==> src/rtl/umtx_pkg.sv <==
package umtx_pkg;
  typedef enum logic [2:0] {
    PH_IDLE,
    PH_WAIT,
    PH_SEND,
    PH_DATA,
    PH_STOP
  } phase_t;
endpackage

==> src/rtl/umtx_baud.sv <==
module umtx_baud #(
  parameter int OS = 16
) (
  input  logic clk,
  input  logic rst_n,
  input  logic ovf,
  input  logic no_halve,
  output logic tick,
  output logic roll
);
  localparam int CW = $clog2(OS);
  localparam logic [CW-1:0] LAST = CW'(OS - 1);

  logic          half_q;
  logic [CW-1:0] cnt_q;

  assign tick = ovf & (no_halve | half_q);
  assign roll = tick & (cnt_q == LAST);

  always_ff @(posedge clk or negedge rst_n) begin
    if (!rst_n) begin
      half_q <= 1'b0;
      cnt_q  <= '0;
    end else begin
      if (ovf) half_q <= ~half_q;
      if (tick) cnt_q <= roll ? '0 : cnt_q + 1'b1;
    end
  end
endmodule

==> src/rtl/umtx_shifter.sv <==
module umtx_shifter #(
  parameter int DW = 8
) (
  input  logic        clk,
  input  logic        rst_n,
  input  logic        load,
  input  logic        shift,
  input  logic        clear,
  input  logic [DW-1:0] din,
  output logic [DW:0] sreg,
  output logic        lsb,
  output logic        marker_next
);
  localparam logic [DW:0] ONLY_MARK = (DW + 1)'(1);

  function automatic logic [DW:0] shr(input logic [DW:0] v);
    return {1'b0, v[DW:1]};
  endfunction

  assign lsb         = sreg[0];
  assign marker_next = (shr(sreg) == ONLY_MARK);

  always_ff @(posedge clk or negedge rst_n) begin
    if (!rst_n)     sreg <= '0;
    else if (load)  sreg <= {1'b1, din};
    else if (shift) sreg <= shr(sreg);
    else if (clear) sreg <= '0;
  end
endmodule

==> src/rtl/umtx_seq.sv <==
module umtx_seq
  import umtx_pkg::*;
(
  input  logic   clk,
  input  logic   rst_n,
  input  logic   wr_stb,
  input  logic   roll,
  input  logic   marker_next,
  input  logic   done_clr,
  output phase_t phase,
  output logic   load,
  output logic   shift,
  output logic   clear,
  output logic   done_set,
  output logic   done_q
);
  phase_t nxt;

  assign load     = wr_stb && (phase == PH_IDLE);
  assign shift    = roll && (phase == PH_DATA);
  assign done_set = roll && (phase == PH_STOP);
  assign clear    = done_set;

  always_comb begin
    nxt = phase;
    unique case (phase)
      PH_IDLE: if (load) nxt = PH_WAIT;
      PH_WAIT: if (roll) nxt = PH_SEND;
      PH_SEND: if (roll) nxt = PH_DATA;
      PH_DATA: if (roll && marker_next) nxt = PH_STOP;
      PH_STOP: if (roll) nxt = PH_IDLE;
      default: nxt = PH_IDLE;
    endcase
  end

  always_ff @(posedge clk or negedge rst_n) begin
    if (!rst_n) begin
      phase  <= PH_IDLE;
      done_q <= 1'b0;
    end else begin
      phase <= nxt;
      if (done_set)      done_q <= 1'b1;
      else if (done_clr) done_q <= 1'b0;
    end
  end
endmodule

==> src/rtl/uart_marker_tx.sv <==
module uart_marker_tx
  import umtx_pkg::*;
#(
  parameter int DW = 8,
  parameter int OS = 16
) (
  input  logic          clk,
  input  logic          rst_n,
  input  logic          tmr_ovf,
  input  logic          no_halve,
  input  logic          wr_stb,
  input  logic [DW-1:0] wr_byte,
  input  logic          done_clr,
  output logic          txd,
  output logic          tx_done
);
  logic        tick_w, roll_w;
  logic        load_w, shift_w, clear_w, done_set_w;
  logic        lsb_w, marker_next_w;
  logic [DW:0] sreg_w;
  phase_t      phase_w;
  logic        busy_w, in_data_w;

  umtx_baud #(.OS(OS)) u_baud (
    .clk(clk), .rst_n(rst_n), .ovf(tmr_ovf), .no_halve(no_halve),
    .tick(tick_w), .roll(roll_w)
  );

  umtx_shifter #(.DW(DW)) u_shift (
    .clk(clk), .rst_n(rst_n), .load(load_w), .shift(shift_w),
    .clear(clear_w), .din(wr_byte), .sreg(sreg_w), .lsb(lsb_w),
    .marker_next(marker_next_w)
  );

  umtx_seq u_seq (
    .clk(clk), .rst_n(rst_n), .wr_stb(wr_stb), .roll(roll_w),
    .marker_next(marker_next_w), .done_clr(done_clr), .phase(phase_w),
    .load(load_w), .shift(shift_w), .clear(clear_w),
    .done_set(done_set_w), .done_q(tx_done)
  );

  assign busy_w    = (phase_w != PH_IDLE);
  assign in_data_w = (phase_w == PH_DATA);

  always_comb begin
    unique case (phase_w)
      PH_SEND: txd = 1'b0;
      PH_DATA: txd = lsb_w;
      default: txd = 1'b1;
    endcase
  end
endmodule

==> config.mk <==
export PLATFORM = sky130hd
export DESIGN_NAME = uart_marker_tx
export DESIGN_NICKNAME = d
export VERILOG_FILES = /design/src/rtl/umtx_pkg.sv /design/src/rtl/umtx_baud.sv /design/src/rtl/umtx_shifter.sv /design/src/rtl/umtx_seq.sv /design/src/rtl/uart_marker_tx.sv
export SDC_FILE = /design/constraint.sdc
export NUM_CORES = 1
export LEC_CHECK = 0
export BUFFER_PORTS_ARGS = -buffer_cell sky130_fd_sc_hd__buf_2
export CORE_MARGIN = 5
export CORE_UTILIZATION = 37
export DETAILED_ROUTE_END_ITERATION = 16
export GPL_TIMING_DRIVEN = 0
export PLACE_DENSITY = 0.61
export SLEW_MARGIN = 0
export SYNTH_ARGS = -nofsm -noshare
export SYNTH_HDL_FRONTEND = slang
export SYNTH_HIERARCHICAL = 1
export SYNTH_SLANG_ARGS = --single-unit
==> constraint.sdc <==
create_clock -name clk -period 2.2 [get_ports clk]
set_input_delay 0.44 -clock clk [delete_from_list [all_inputs] [get_ports clk]]
set_output_delay 0.44 -clock clk [all_outputs]
set_load 0.01 [all_outputs]
# Word level (Yosys, flattened, before mapping)
# Index checks and enable logic that the tools add are counted.
# word_totals
out_inout_bits,2
mem_count,0
ram_bits,0
romBits,0
latchBits,0
word_cells,42
input_bits,14
register_bits,18
# op_classes
muxes,13
n_eq_ne,11
n_shift,0
n_addsub,1
order_cmp,0
div,0
n_reduce_logical,8
mul,0
n_bitwise,4
# ops
operator,count
2-to-1 mux 9 bit,3
2-to-1 mux 3 bit,5
one-hot mux 3 bit (5 select lines),1
"equality test 8 x 1 -> 1 bit, second input constant",1
"inequality test 2 bit, second input constant",4
"equality test 3 x 2 -> 1 bit, second input constant",2
AND reduction 5 bit,1
"adder 4 x 1 -> 4 bit, second input constant",1
"equality test 4 bit, second input constant",1
logical AND 1 bit,4
2-to-1 mux 4 bit,1
"equality test 3 x 1 -> 1 bit, second input constant",1
"equality test 3 bit, second input constant",1
zero test 3 bit,1
nonzero test 3 bit,1
bitwise AND 1 bit,2
2-to-1 mux 1 bit,2
"inequality test 2 x 1 -> 1 bit, second input constant",1
one-hot mux 1 bit (2 select lines),1
nonzero test 2 bit,1
NOT 1 bit,1
bitwise OR 1 bit,1

# Depth between registers and ports, before layout
# depth
depth_word,7
depth_mapped,7
depth_no_buf,6

# Modules after synthesis
# Netlist, hierarchy kept.
# modules_own_cells
module,cells_each,instances,area_each_um2,seq_area_each_um2
umtx_shifter,49,1,486.7,225.2
umtx_baud,24,1,237.7,125.1
umtx_seq,20,1,222.7,100.1
uart_marker_tx,2,1,11.3,0.0

# Worst setup path before layout
# No wires, ideal clock.
# synth_path
kind,register to register
start,register u_baud.cnt_q[0]
end,register u_shift.sreg[8]
required_ns,2.073
stages_incl_launch_ff,8
path_buffers,1
setup_slack_ns,0.380
arrival_time_ns,1.692
path_cell_list,dfrtp_1 > ha_1 > nand3_1 > nor2_1 > and4b_4 > buf_6 > nor3b_1 > or2_2
# synth_via
elab_chain_len,5
# synth_lines
item,line_no,rtl
from (decl),umtx_baud.sv:15,logic [CW-1:0] cnt_q;
from (signal assigned),umtx_baud.sv:26,if (tick) cnt_q <= roll ? '0 : cnt_q + 1'b1;
equality test 4 bit (*),umtx_baud.sv:18,assign roll = tick & (cnt_q == LAST);
bitwise AND 1 bit (*),umtx_baud.sv:18,
named net roll_w,uart_marker_tx.sv:17,"logic tick_w, roll_w;"
logical AND 1 bit (*),umtx_seq.sv:20,assign shift = roll && (phase == PH_DATA);
named net shift_w,uart_marker_tx.sv:18,"logic load_w, shift_w, clear_w, done_set_w;"
2-to-1 mux 9 bit,umtx_shifter.sv:26,else if (shift) sreg <= shr(sreg);
2-to-1 mux 9 bit,umtx_shifter.sv:25,"else if (load) sreg <= {1'b1, din};"
to (signal assigned),umtx_shifter.sv:25,
to (signal assigned),umtx_shifter.sv:26,
to (decl),umtx_shifter.sv:10,"output logic [DW:0] sreg,"
# Mark *: on every way through the listed nets, which the timed path passes. The rest lies on a longest branch.
# A chain may end at the register's enable or synchronous reset.

# Worst setup path after layout
# Same ends and word-level chain as after synthesis.

==> results.toml <==
[run_status]
outcome = "finished, final reports clean"

[floorplan]
dieArea_um2 = 3660
num_io_pins = 16
die_width_um = 60.5
row_count = 18
core_area_um2 = 2450
fp.dieH_um = 60.5
initial_core_util_pct = 38.4

[cts]
cts_root_buf = "clkbuf_4"
cts_num_sinks = 18
cts_tree = "yes"
htree_levels = 1
cts_setup_buffers = 0
numCtsBuffers = 3
clockBufferDepth = 2
clk_pin_slew_worst_paths_ps = 110
postCtsHoldBufs = 0
worst_skew_pair.late_latency_ps = 290

[place]
dp.cells = 138
post-dp-hpwl_mm = 1.31
place.gp.congestion = 0.776
port_buffers = 15

[final_layout]
fin_cells = 142
drive_gt1_share_pct = 33.9
fillers = 255
areaGrowthSynthToFinish_pct = 16.0
fin_nets = 128
diodes = 0

[critical_path]
critPathBufInv = 1
critPathKind = "register to register"
crit_path_end_kind = "register"
crit_required_ps = 2390
crit_path_start_kind = "register"
reg2regPathDepth = 7
crit_arrival_ps = 2170
reg2reg_slack_ps = 220
critPathMaxStageDelay_ps = 440
path_cells = "ha_1, nand3_1, nor2_2, and4b_4, buf_6, nor3b_1, or2_2"
critPathLaunch = "u_baud/cnt_q[0]"
critPathCapture = "u_shift/sreg[8]"
critPathSlowestCell = "dfrtp_1"
reg2reg_from = "u_baud/cnt_q[0]"
critPathTopFamily = "simple AND/OR/NAND/NOR gates"
timing.rr.end = "u_shift/sreg[8]"
cp_max_fo = 10
path_depth = 7

[grt]
grt-ovfl-total = 0
grt_pass1_vias = 735
grtUsageTotal_pct = 11.8
grt_max_degree = 19
grt_pass1_wl_mm = 3.21
antenna_found_initial = 0

[power_and_ir_drop]
p_leak_nw = 0.482
power_frac_comb_pct = 30.4
clkPwrFrac_pct = 17.7
power_density_nw_per_um2 = 1060
p_sw_share_pct = 33.5
p_sw_uw = 387
p_seq_share_pct = 51.9
irDropWorstVdd_uv = 611
p_int_uw = 768

[synthesis]
avgSynthCellArea_um2 = 10.1
syn_nets = 108
synth_area_um2 = 943
syn_inst = 93
yosysWarnings = 6

[detailed_routing]
drtPass1Iterations = 4
finalWirelength_mm = 1.81
drtIter0Drc = 18
drtAntennaViolNets = 0
wire_per_inst_um = 12.8
viasPerCell = 5.26
vias = 747
drcViolationCount = 0

[min_path]
hold_class = "input pin to async pin"

[sta]
hold_violations = 0
maxSlewViolCount = 0
min_period_over_period_pct = 90.0
fin_skew_ps = 6.04
relSlewSlack_pct = 56.4
fin_crit_ps = 1980
rsz0062_at_grt = "false"
finalSetupViolCount = 0
tightest_slew_ps = 653
fmax_ghz = 0.505
setup_tns_ps = 0

[job]
cap_viol_max_count = 0
[through the flow]
step	utilization [%]	area, um^2	hold slack, ps	setup slack (ps)	total power, mW
floorplan	-	943	144	381	0.863
global placement	43.0	1060	400	160	0.945
detailed placement	43.0	1060	398	143	0.961
CTS	44.5	1090	64.6	88.2	1.17
global route	44.6	1090	71.7	18.0	1.26
finish	44.6	1090	51.9	219	1.16
[state kept, by name, summed over array words and instances, names as in the netlist]
register / count
u_shift/sreg: 9
u_baud/cnt_q: 4
u_seq/phase: 3
u_seq/done_q: 1
u_baud/half_q: 1
[final cells by class]
class / count / area, um^2 / share of cell area [%]
Buffer: 2 / 16.3 / 1.49
Multi-Input combinational cell: 70 / 468 / 42.7
Inverter: 3 / 11.3 / 1.03
Sequential cell: 18 / 450 / 41.1
Clock buffer: 4 / 36.3 / 3.31
Tap cell: 30 / 37.5 / 3.43
Timing Repair Buffer: 15 / 75.1 / 6.86
[routing by layer]
| layer | wire, um | vias to the layer above | GRT usage [%] |
|---|---|---|---|
| li1 | - | 374 | - |
| met1 | 849 | 355 | 15.3 |
| met2 | 847 | 16 | 18.5 |
| met3 | 97 | 2 | 2.77 |
| met4 | 18 | 0 | 5.57 |
| met5 | 0 | - | 0 |
[worst reg2reg max path: cells and delay by family (launching register included)]
family        cells  cell delay [ps]
simple gates      5             1060
flops             1              440
fa+ha+maj         1              220
buf+inv           1              150
[placed cells by master (no fill, tap or decap), types with 2 or more instances in the layout]
cell      count
clkbuf_4      3
dfrtp_1      18
nor3b_1       2
or3b_2        7
nor2_1        3
buf_2        16
a21oi_1      17
nor3_1        2
inv_1         2
nand2_1       9
nor2b_1       9
[worst min-delay path by stage]
stage,startpoint,endpoint,cells past startpoint
floorplan,rst_n,u_baud/cnt_q[0],0
global placement,rst_n,u_seq/phase[0],1
detailed placement,rst_n,u_seq/phase[0],1
CTS,rst_n,u_seq/phase[1],1
global route,rst_n,u_seq/phase[1],1
finish,rst_n,u_seq/phase[1],1
[power by group through the flow]
stage	sequential [mW]	combinational [mW]	clock, mW
CTS	0.598	0.359	0.213
global placement	0.602	0.343	0
floorplan	0.573	0.290	0
global route	0.623	0.406	0.232
finish	0.599	0.352	0.205
detailed placement	0.603	0.358	0
[repair_timing]
action,in CTS,in global routing
gates resized for setup,0,1
endpoints found under the hold margin,0,0
setup endpoints to repair,0,8
No activity file was read; power rests on OpenSTA's default activity.
